`config.mk`:
```
export PLATFORM = sky130hd
export DESIGN_NAME = cnt_timer_top
export DESIGN_NICKNAME = d
export VERILOG_FILES = /design/src/rtl/cnt_timer_pkg.sv /design/src/rtl/cnt_timer_rst_sync.sv /design/src/rtl/cnt_timer_preload.sv /design/src/rtl/cnt_timer_dcnt.sv /design/src/rtl/cnt_timer_ctrl.sv /design/src/rtl/cnt_timer_rdmux.sv /design/src/rtl/cnt_timer_top.sv
export SDC_FILE = /design/constraint.sdc
export NUM_CORES = 1
export LEC_CHECK = 0
export BUFFER_PORTS_ARGS = -buffer_cell sky130_fd_sc_hd__buf_2
export CAP_MARGIN = 20
export CORE_MARGIN = 5
export CORE_UTILIZATION = 40
export DETAILED_ROUTE_END_ITERATION = 16
export GPL_ROUTABILITY_DRIVEN = 0
export PLACE_DENSITY = 0.68
export SLEW_MARGIN = 40
export SYNTH_ARGS = -nofsm -noshare
export SYNTH_HDL_FRONTEND = slang
export SYNTH_SLANG_ARGS = --single-unit
```
`constraint.sdc`:
```
create_clock -name clk_i -period 3.1 [get_ports clk_i]
set_input_delay 0.155 -clock clk_i [delete_from_list [all_inputs] [get_ports clk_i]]
set_output_delay 0.155 -clock clk_i [all_outputs]
set_load 0.01 [all_outputs]
```
`src/rtl/cnt_timer_pkg.sv`:
```
`timescale 1ns/1ps
package cnt_timer_pkg;
  typedef enum logic {
    MODE_COUNT = 1'b0,
    MODE_TIMER = 1'b1
  } ct_mode_e;
endpackage

```
`src/rtl/cnt_timer_rst_sync.sv`:
```
`timescale 1ns/1ps
module cnt_timer_rst_sync #(
  parameter int unsigned STAGES = 2
) (
  input  logic clk_i,
  input  logic rst_ni,
  output logic rst_no
);
  logic [STAGES-1:0] sync_q;

  always_ff @(posedge clk_i or negedge rst_ni) begin
    if (!rst_ni) sync_q <= '0;
    else         sync_q <= {sync_q[STAGES-2:0], 1'b1};
  end

  assign rst_no = sync_q[STAGES-1];
endmodule

```
`src/rtl/cnt_timer_preload.sv`:
```
`timescale 1ns/1ps
module cnt_timer_preload #(
  parameter int unsigned CNT_W   = 16,
  parameter int unsigned BYTE_W  = 8,
  parameter int unsigned NBYTES  = CNT_W / BYTE_W,
  parameter int unsigned SEL_W   = 1,
  parameter logic [CNT_W-1:0] PRE_RST = '1
) (
  input  logic              clk_i,
  input  logic              rst_ni,
  input  logic              we_i,
  input  logic [SEL_W-1:0]  sel_i,
  input  logic [BYTE_W-1:0] data_i,
  output logic [CNT_W-1:0]  pre_o
);
  for (genvar g = 0; g < NBYTES; g++) begin : g_lane
    logic [BYTE_W-1:0] lane_q, lane_d;
    logic              lane_we;

    assign lane_we = we_i && (sel_i == SEL_W'(g));

    always_comb begin
      lane_d = lane_q;
      if (lane_we) lane_d = data_i;
    end

    always_ff @(posedge clk_i or negedge rst_ni) begin
      if (!rst_ni) lane_q <= PRE_RST[g*BYTE_W +: BYTE_W];
      else         lane_q <= lane_d;
    end

    assign pre_o[g*BYTE_W +: BYTE_W] = lane_q;
  end
endmodule

```
`src/rtl/cnt_timer_dcnt.sv`:
```
`timescale 1ns/1ps
module cnt_timer_dcnt #(
  parameter int unsigned CNT_W = 16
) (
  input  logic             clk_i,
  input  logic             rst_ni,
  input  logic             load_i,
  input  logic             dec_i,
  input  logic [CNT_W-1:0] pre_i,
  output logic [CNT_W-1:0] cnt_o,
  output logic             hit_o
);
  logic [CNT_W-1:0] cnt_q, cnt_d;

  always_comb begin
    cnt_d = cnt_q;
    if (load_i)     cnt_d = pre_i;
    else if (dec_i) cnt_d = cnt_q - CNT_W'(1);
  end

  always_ff @(posedge clk_i or negedge rst_ni) begin
    if (!rst_ni) cnt_q <= '0;
    else         cnt_q <= cnt_d;
  end

  assign cnt_o = cnt_q;
  assign hit_o = (cnt_q == CNT_W'(1));
endmodule

```
`src/rtl/cnt_timer_ctrl.sv`:
```
`timescale 1ns/1ps
module cnt_timer_ctrl
  import cnt_timer_pkg::*;
(
  input  logic     clk_i,
  input  logic     rst_ni,
  input  ct_mode_e mode_i,
  input  logic     cnt_en_i,
  input  logic     start_i,
  input  logic     stop_i,
  input  logic     hit_i,
  output logic     load_o,
  output logic     dec_o,
  output logic     run_o,
  output logic     wave_o,
  output logic     rdy_o
);
  logic run_q, run_d;
  logic wave_q, wave_d;
  logic rdy_q, rdy_d;
  logic tick;

  assign tick = run_q && cnt_en_i;

  always_comb begin
    run_d  = run_q;
    wave_d = wave_q;
    rdy_d  = rdy_q;
    load_o = 1'b0;
    dec_o  = 1'b0;
    if (start_i) begin
      run_d  = 1'b1;
      wave_d = 1'b1;
      rdy_d  = 1'b0;
      load_o = 1'b1;
    end else if (mode_i == MODE_TIMER) begin
      if (tick) begin
        if (hit_i) begin
          load_o = 1'b1;
          wave_d = ~wave_q;
          if (!wave_q) rdy_d = 1'b1;
        end else begin
          dec_o = 1'b1;
        end
      end
      if (stop_i) rdy_d = 1'b0;
    end else begin
      if (stop_i) begin
        run_d  = 1'b0;
        wave_d = 1'b1;
        rdy_d  = 1'b0;
      end else if (tick) begin
        dec_o = 1'b1;
        if (hit_i) begin
          wave_d = 1'b0;
          rdy_d  = 1'b1;
        end
      end
    end
  end

  always_ff @(posedge clk_i or negedge rst_ni) begin
    if (!rst_ni) begin
      run_q  <= 1'b0;
      wave_q <= 1'b1;
      rdy_q  <= 1'b0;
    end else begin
      run_q  <= run_d;
      wave_q <= wave_d;
      rdy_q  <= rdy_d;
    end
  end

  assign run_o  = run_q;
  assign wave_o = wave_q;
  assign rdy_o  = rdy_q;

  AST_STOP_CLEARS_RDY: assert property (@(posedge clk_i) disable iff (!rst_ni)
    stop_i && !start_i |=> !rdy_q);
  AST_START_WAVE_HIGH: assert property (@(posedge clk_i) disable iff (!rst_ni)
    start_i |=> wave_q && !rdy_q && run_q);
  AST_CNT_STOP_HALTS: assert property (@(posedge clk_i) disable iff (!rst_ni)
    mode_i == MODE_COUNT && stop_i && !start_i |=> !run_q && wave_q);
  AST_TMR_STOP_RUNS: assert property (@(posedge clk_i) disable iff (!rst_ni)
    mode_i == MODE_TIMER && stop_i && run_q |=> run_q);
  AST_CNT_TERMINAL: assert property (@(posedge clk_i) disable iff (!rst_ni)
    mode_i == MODE_COUNT && tick && hit_i && !start_i && !stop_i |=> rdy_q && !wave_q);
  AST_TMR_TOGGLE: assert property (@(posedge clk_i) disable iff (!rst_ni)
    mode_i == MODE_TIMER && tick && hit_i && !start_i |=> wave_q != $past(wave_q));
endmodule

```
`src/rtl/cnt_timer_rdmux.sv`:
```
`timescale 1ns/1ps
module cnt_timer_rdmux #(
  parameter int unsigned CNT_W  = 16,
  parameter int unsigned BYTE_W = 8,
  parameter int unsigned NBYTES = CNT_W / BYTE_W,
  parameter int unsigned SEL_W  = 1
) (
  input  logic [CNT_W-1:0]  cnt_i,
  input  logic [SEL_W-1:0]  sel_i,
  output logic [BYTE_W-1:0] data_o
);
  logic [BYTE_W-1:0] lanes [NBYTES];

  for (genvar g = 0; g < NBYTES; g++) begin : g_lane
    assign lanes[g] = cnt_i[g*BYTE_W +: BYTE_W];
  end

  assign data_o = lanes[sel_i];
endmodule

```
`src/rtl/cnt_timer_top.sv`:
```
`timescale 1ns/1ps
module cnt_timer_top
  import cnt_timer_pkg::*;
#(
  parameter int unsigned CNT_W  = 16,
  parameter int unsigned BYTE_W = 8,
  parameter logic [CNT_W-1:0] PRE_RST = '1,
  localparam int unsigned NBYTES = CNT_W / BYTE_W,
  localparam int unsigned SEL_W  = (NBYTES > 1) ? $clog2(NBYTES) : 1
) (
  input  logic              clk_i,
  input  logic              rst_ni,
  input  logic              mode_timer_i,
  input  logic              cnt_en_i,
  input  logic              start_i,
  input  logic              stop_i,
  input  logic              pre_we_i,
  input  logic [SEL_W-1:0]  pre_sel_i,
  input  logic [BYTE_W-1:0] pre_data_i,
  input  logic [SEL_W-1:0]  rd_sel_i,
  output logic [BYTE_W-1:0] rd_data_o,
  output logic              rdy_o,
  output logic              wave_o
);
  logic             rst_n;
  logic [CNT_W-1:0] pre;
  logic [CNT_W-1:0] cnt;
  logic             hit, load, dec, run;
  ct_mode_e         mode;

  assign mode = ct_mode_e'(mode_timer_i);

  cnt_timer_rst_sync #(.STAGES(2)) rst_sync_i (
    .clk_i (clk_i),
    .rst_ni(rst_ni),
    .rst_no(rst_n)
  );

  cnt_timer_preload #(
    .CNT_W(CNT_W), .BYTE_W(BYTE_W), .NBYTES(NBYTES), .SEL_W(SEL_W), .PRE_RST(PRE_RST)
  ) preload_i (
    .clk_i (clk_i),
    .rst_ni(rst_n),
    .we_i  (pre_we_i),
    .sel_i (pre_sel_i),
    .data_i(pre_data_i),
    .pre_o (pre)
  );

  cnt_timer_ctrl ctrl_i (
    .clk_i   (clk_i),
    .rst_ni  (rst_n),
    .mode_i  (mode),
    .cnt_en_i(cnt_en_i),
    .start_i (start_i),
    .stop_i  (stop_i),
    .hit_i   (hit),
    .load_o  (load),
    .dec_o   (dec),
    .run_o   (run),
    .wave_o  (wave_o),
    .rdy_o   (rdy_o)
  );

  cnt_timer_dcnt #(.CNT_W(CNT_W)) dcnt_i (
    .clk_i (clk_i),
    .rst_ni(rst_n),
    .load_i(load),
    .dec_i (dec),
    .pre_i (pre),
    .cnt_o (cnt),
    .hit_o (hit)
  );

  cnt_timer_rdmux #(
    .CNT_W(CNT_W), .BYTE_W(BYTE_W), .NBYTES(NBYTES), .SEL_W(SEL_W)
  ) rdmux_i (
    .cnt_i (cnt),
    .sel_i (rd_sel_i),
    .data_o(rd_data_o)
  );

  AST_IDLE_FROZEN: assert property (@(posedge clk_i) disable iff (!rst_n)
    !run && !start_i |=> $stable(cnt));
  AST_TMR_RELOAD: assert property (@(posedge clk_i) disable iff (!rst_n)
    mode == MODE_TIMER && run && cnt_en_i && hit && !start_i |=> cnt == $past(pre));
  AST_START_LOADS: assert property (@(posedge clk_i) disable iff (!rst_n)
    start_i |=> cnt == $past(pre));
  AST_CNT_HOLD_NO_EN: assert property (@(posedge clk_i) disable iff (!rst_n)
    mode == MODE_COUNT && !cnt_en_i && !start_i |=> $stable(cnt));
endmodule

```
* Word-level counts from Yosys, hierarchy flattened
Index checks and enable logic that the tools add are counted.
Widths: inputs -> output; s select.
** Word-level totals
- Bits in registers :: 37
** Cells by class
- Bitwise operators :: 3
- Order comparisons :: 1
- Equal/unequal tests :: 5
- Reductions and logical operators :: 10
- Muxes and demuxes :: 34
- Add/sub/neg operators :: 1
** Operators with widths (number)
- $mux 16 :: 2
- $mux 1 :: 29
- $mux 8 :: 3
- $eq 16x1->1 const B :: 1
- $sub 16x1->16 const B :: 1
- $ne 3x1->1 const B :: 2
- $reduce_bool 3->1 :: 2
- $ne 4x4->1 const B :: 1
- $reduce_and 4->1 :: 1
- $reduce_bool 2->1 :: 2
- $logic_and 1x1->1 :: 3
- $reduce_and 3->1 :: 1
- $ge 2x2->1 const B :: 1
- $ne 2x1->1 const B :: 1
- $not 1->1 :: 2
- $not 1->2 :: 1
- $reduce_and 2->1 :: 1

* Depth between registers and ports, before layout
- Depth after elaboration :: 7
- Gate-level depth with buffers :: 8
- Gate-level depth less buffers :: 7

* Hierarchy
Synthesis repeated with hierarchy kept, for this count alone.
** Second synthesis, totals
- Cells, all modules :: 165
- Area, all modules :: 1929.4 um^2
** Modules (own cells, without submodules)
- cnt_timer_dcnt :: instances 1, cells an instance 101, area each 920.9 um^2
- cnt_timer_preload :: instances 1, cells an instance 35, area each 661.9 um^2
- cnt_timer_ctrl :: instances 1, cells an instance 17, area each 161.4 um^2
- cnt_timer_rdmux :: instances 1, cells an instance 9, area each 131.4 um^2
- cnt_timer_rst_sync :: instances 1, cells an instance 3, area each 53.8 um^2

* Least setup slack after synthesis
Ideal clock, no wire load.
- Path kind :: register to register
- Start :: register dcnt_i.cnt_q[0], in the netlist dcnt_i.cnt_o[0]
- End :: register dcnt_i.cnt_q[1], in the netlist dcnt_i.cnt_o[1]
- Library setup time :: 0.126 ns
- Buffers on the path :: 1
- Period minus slack after synthesis :: 1.729 ns
- Stages on the path, launching flop included :: 7
- Arrival time :: 1.603 ns
- Setup slack :: 1.371 ns
- Data required time :: 2.974 ns
- Path through :: dfrtp_1 -> ha_1 -> nor4b_1 -> and4_4 -> a31o_2 -> buf_6 -> a221o_1
** On the way
- Longest elaborated chain between the ends :: 6
- Elaborated cells between the ends (all ways) :: 13
- Classes of those cells :: add/sub (1); eq/ne (1); mux (10); reduce/logical (1)
** RTL lines
- start, declared :: RTL line cnt_timer_dcnt.sv:13 : logic [CNT_W-1:0] cnt_q, cnt_d;
- start signal, assigned :: RTL line cnt_timer_dcnt.sv:23 : else cnt_q <= cnt_d;
- branches (longest 6 deep; another with $sub 16x1->16)
Parallel ways; which one is timed is not known. The select of a mux whose other input is x is not followed.
A chain may end at the register's enable or synchronous reset.

* Final worst setup path
- Start :: register dcnt_i.cnt_q[8], in the netlist dcnt_i.cnt_o[8]
- End :: register dcnt_i.cnt_q[4], in the netlist dcnt_i.cnt_o[4]
** On the way
- Longest elaborated chain between the ends :: 6
- Elaborated cells between the ends (all ways) :: 11
- Classes of those cells :: eq/ne (1); mux (9); reduce/logical (1)
** RTL lines
- $eq 16x1->1 * :: RTL line cnt_timer_dcnt.sv:27 : assign hit_o = (cnt_q == CNT_W'(1));
- $mux 1 :: RTL line cnt_timer_ctrl.sv:38 : if (hit_i) begin
- $mux 1 :: RTL line cnt_timer_ctrl.sv:37 : if (tick) begin
- $mux 1 :: RTL line cnt_timer_ctrl.sv:36 : end else if (mode_i == MODE_TIMER) begin
- $mux 1 :: RTL line cnt_timer_ctrl.sv:31 : if (start_i) begin
- $mux 16 or $reduce_bool 2->1 (tied branches)
Mark *: on every way between the ends. The rest lies on a longest branch, timed or not.

==> results.yml <==
outcome:
  status: "finished clean"
global_routing:
  grt_pass1_vias: 1537
  globalRouteOverflowTotal: 0
  grt_pass1_wl_um: 7541
  antenna_found_initial: 0
  grt_max_degree: 19
  grtUsageTotal_pct: 15.44
critical_path:
  crit_start: "dcnt_i.cnt_o[8]"
  worstSetupPathType: "flip-flop to flip-flop"
  critPathCaptureType: "flip-flop"
  endpoint: "dcnt_i.cnt_o[4]"
  critPathRequiredTime_ns: 3.27
  rr_worst_depth: 5
  worstSetupStartpointType: "flip-flop"
  arrival_ns: 2.06
  reg2reg_to: "dcnt_i.cnt_o[4]"
  critPathMaxFanout: 12
  r2r_slack_ns: 1.21
  r2r_start: "dcnt_i.cnt_o[8]"
finish:
  num-nets-final: 224
  num_antenna_cells: 0
  syn2layout_area_growth_pct: 14.28
  fin_area_um2: 2263
  fillers: 476
  layout-drive-gt1-share_pct: 39.81
logic_synthesis:
  yosysTopAreaCell: "dfrtp_1"
  synth_top_cell_area_share_pct: 25.27
  synthMostInstantiatedCell: "mux2_2"
  syn_inst: 177
  ys_top_cells_by_area: "dfrtp_1 (25%), dfstp_2 (23%), mux2_2 (13%)"
  yosysSeqAreaShare_pct: 47.82
  synth_area_um2: 1981
  async_flop_share_pct: 100.0
  syn_area_per_cell_um2: 11.19
  synth_top_family_by_area: "simple AND/OR/NAND/NOR gates"
  yosys.area_share.simple_pct: 15.60
  synth_mux_area_share_pct: 13.01
  synthXorXnorAreaFrac_pct: 4.864
  synth_warnings: 0
  ys.flop_type: "dfrtp_1"
  syn_nets: 196
  post_synth_num_cell_types: 42
  synth_commonest_cells: "mux2_2 (22), nand2_1 (21), dfrtp_1 (20)"
  synth_fa_ha_area_share_pct: 1.263
  synth_edf_count: 0
  synth_compound_area_share_pct: 14.15
  ys_seq_elements: 37
pwr:
  switching_share_pct: 29.78
  power.switching_w: 0.0003796
  intPower_w: 0.0008950
  p_leak_nw: 0.9161
  vdd_drop_max_mv: 0.2677
  clkPwrFrac_pct: 26.6
  pwr-share-comb_pct: 20.6
  power_density_nw_per_um2: 563.1
  seqPwrFrac_pct: 52.8
routing:
  met2WireLength_um: 2093
  wl_per_cell_um: 16.45
  wl_um: 4490
  vias_per_cell: 5.352
  dr_wl_met3_um: 188
  route.detailed.drc: 0
  antenna_left: 0
  top_layer: "met4"
  firstDrtPassIters: 4
  route.vias.total: 1461
  drtIter0Drc: 93
  wl_met1_um: 2152
die:
  die_w_um: 80.37
  die-area_um2: 6459
  row_count: 25
  die_y_um: 80.37
  coreArea_um2: 4755
  io_pins: 27
  start_util_pct: 41.66
cts:
  clock_latency_ns: 0.29
  path_clk_slew_ns: 0.07
  clock_sinks: 37
  clockBufferDepth: 2
  htreeDepth: 2
  cts_tree: "yes"
  root_buffer: "clkbuf_8"
  cts-resized-gates: 0
  numCtsBuffers: 5
placed_design:
  hpwl_um: 3202
  io_buffer_count: 26
  place_area_um2: 2162
hold_path:
  holdCritPathClass: "input port to flip-flop"
flow_run:
  max_cap_violations: 0
timing:
  finalSetupViolations: 0
  max_slew.worst_pin.slew_ns: 0.7386
  rsz0062_at_grt: "no"
  maxSlewHeadroom_pct: 50.58
  setup_tns_ns: 0
  hold_viol_final: 0
  clock_skew_ns: 0.007718
  finalCritPeriodShare_pct: 60.98
  fmax_mhz: 529.0
  finalMaxSlewViolations: 0
  finalCriticalPeriod_ns: 1.891
worst min path at each step:
| stage | start | to | depth (start not counted) |
|---|---|---|---|
| 6_report | stop_i | ctrl_i.rdy_o | 2 |
| 4_1_cts | stop_i | ctrl_i.rdy_o | 2 |
| 3_5_place_dp | rst_ni | rst_sync_i.sync_q[1] | 1 |
| 5_1_grt | stop_i | ctrl_i.rdy_o | 2 |
| 3_3_place_gp | rst_ni | rst_sync_i.sync_q[0] | 1 |
| 2_1_floorplan | rst_ni | rst_sync_i.sync_q[0] | 0 |
cells in the final DEF, fill, tap and decap left out, types with 2 or more instances in the layout:
master,Yosys,routed
and2b_1,3,3
ha_1,2,2
a2111oi_0,2,2
nor3_1,5,5
xor2_1,5,5
nand4_1,2,2
clkbuf_1,3,2
inv_1,4,4
xnor2_1,6,6
nand3_1,3,3
clkbuf_8,0,6
nor2_1,5,5
buf_2,0,26
a21oi_1,5,5
dfstp_2,17,17
o21ai_0,4,4
o211ai_1,9,9
mux2_2,22,22
nand2_1,21,21
a221o_1,4,4
a22oi_1,6,6
nor4_1,3,3
and3_1,4,4
dfrtp_1,20,19
power groups by stage:
stage | logic, W | clock network [W] | registers (W)
floorplan | 0.000200 | 0 | 0.000652
global placement | 0.000259 | 0 | 0.000678
detailed placement | 0.000262 | 0 | 0.000680
CTS | 0.000264 | 0.000352 | 0.000672
global route | 0.000292 | 0.000373 | 0.000690
finish | 0.000262 | 0.000340 | 0.000673
flip-flops by register name, summed over array words and instances, names as in the netlist:
register,cells
rst_sync_i.sync_q,2
ctrl_i.run_o,1
ctrl_i.wave_o,1
dcnt_i.cnt_o,16
ctrl_i.rdy_o,1
preload_i.g_lane.lane_q,16
logic make-up after synthesis:
logic type,count (synthesis)
and+or+nand+nor,55
buffers and inverters,12
xor gates and xnor gates,11
adders and majority gates,2
other,1
DFF,37
AOI/OAI and AO/OA,36
muxes,23
worst max-delay path, cell delays in order, from the launching register on:
cell     delay (ns)
dfrtp_1        0.44
nor4_4         0.42
and4_4         0.33
a211o_4        0.23
inv_2          0.04
a221o_1        0.31
layout make-up:
class | instances | area [um^2] | share of cell area [%]
Timing Repair Buffer | 28 | 147.6 | 6.523
Sequential cell | 37 | 948.4 | 41.90
Tap cell | 67 | 83.83 | 3.704
Multi-Input combinational cell | 128 | 974.7 | 43.06
Clock buffer | 8 | 90.09 | 3.980
Inverter | 5 | 18.77 | 0.8292
per-stage QoR:
stage	setup slack, ns	total power (W)	std cells	util [%]	hold slack (ns)
2_1_floorplan	1.371	0.0008513	177	-	-0.1406
3_3_place_gp	1.238	0.0009371	264	45.42	-0.05806
3_5_place_dp	1.218	0.0009425	264	45.47	-0.05842
4_1_cts	1.196	0.001289	273	47.58	0.02384
5_1_grt	1.087	0.001355	273	47.61	0.03993
6_report	1.209	0.001275	273	47.61	0.03341
per-layer routing:
layer  vias to the layer above  GRT usage [%]
met5                         -              0
met4                         0          4.899
met3                         6          3.700
met2                        32          23.43
met1                       717          21.63
li1                        706              -
what timing repair did:
item	4_1_cts	5_1_grt
hold buffers	1	0
hold endpoints to repair	2	0
setup buffers	0	0
No activity file was read; power rests on OpenSTA's default activity.
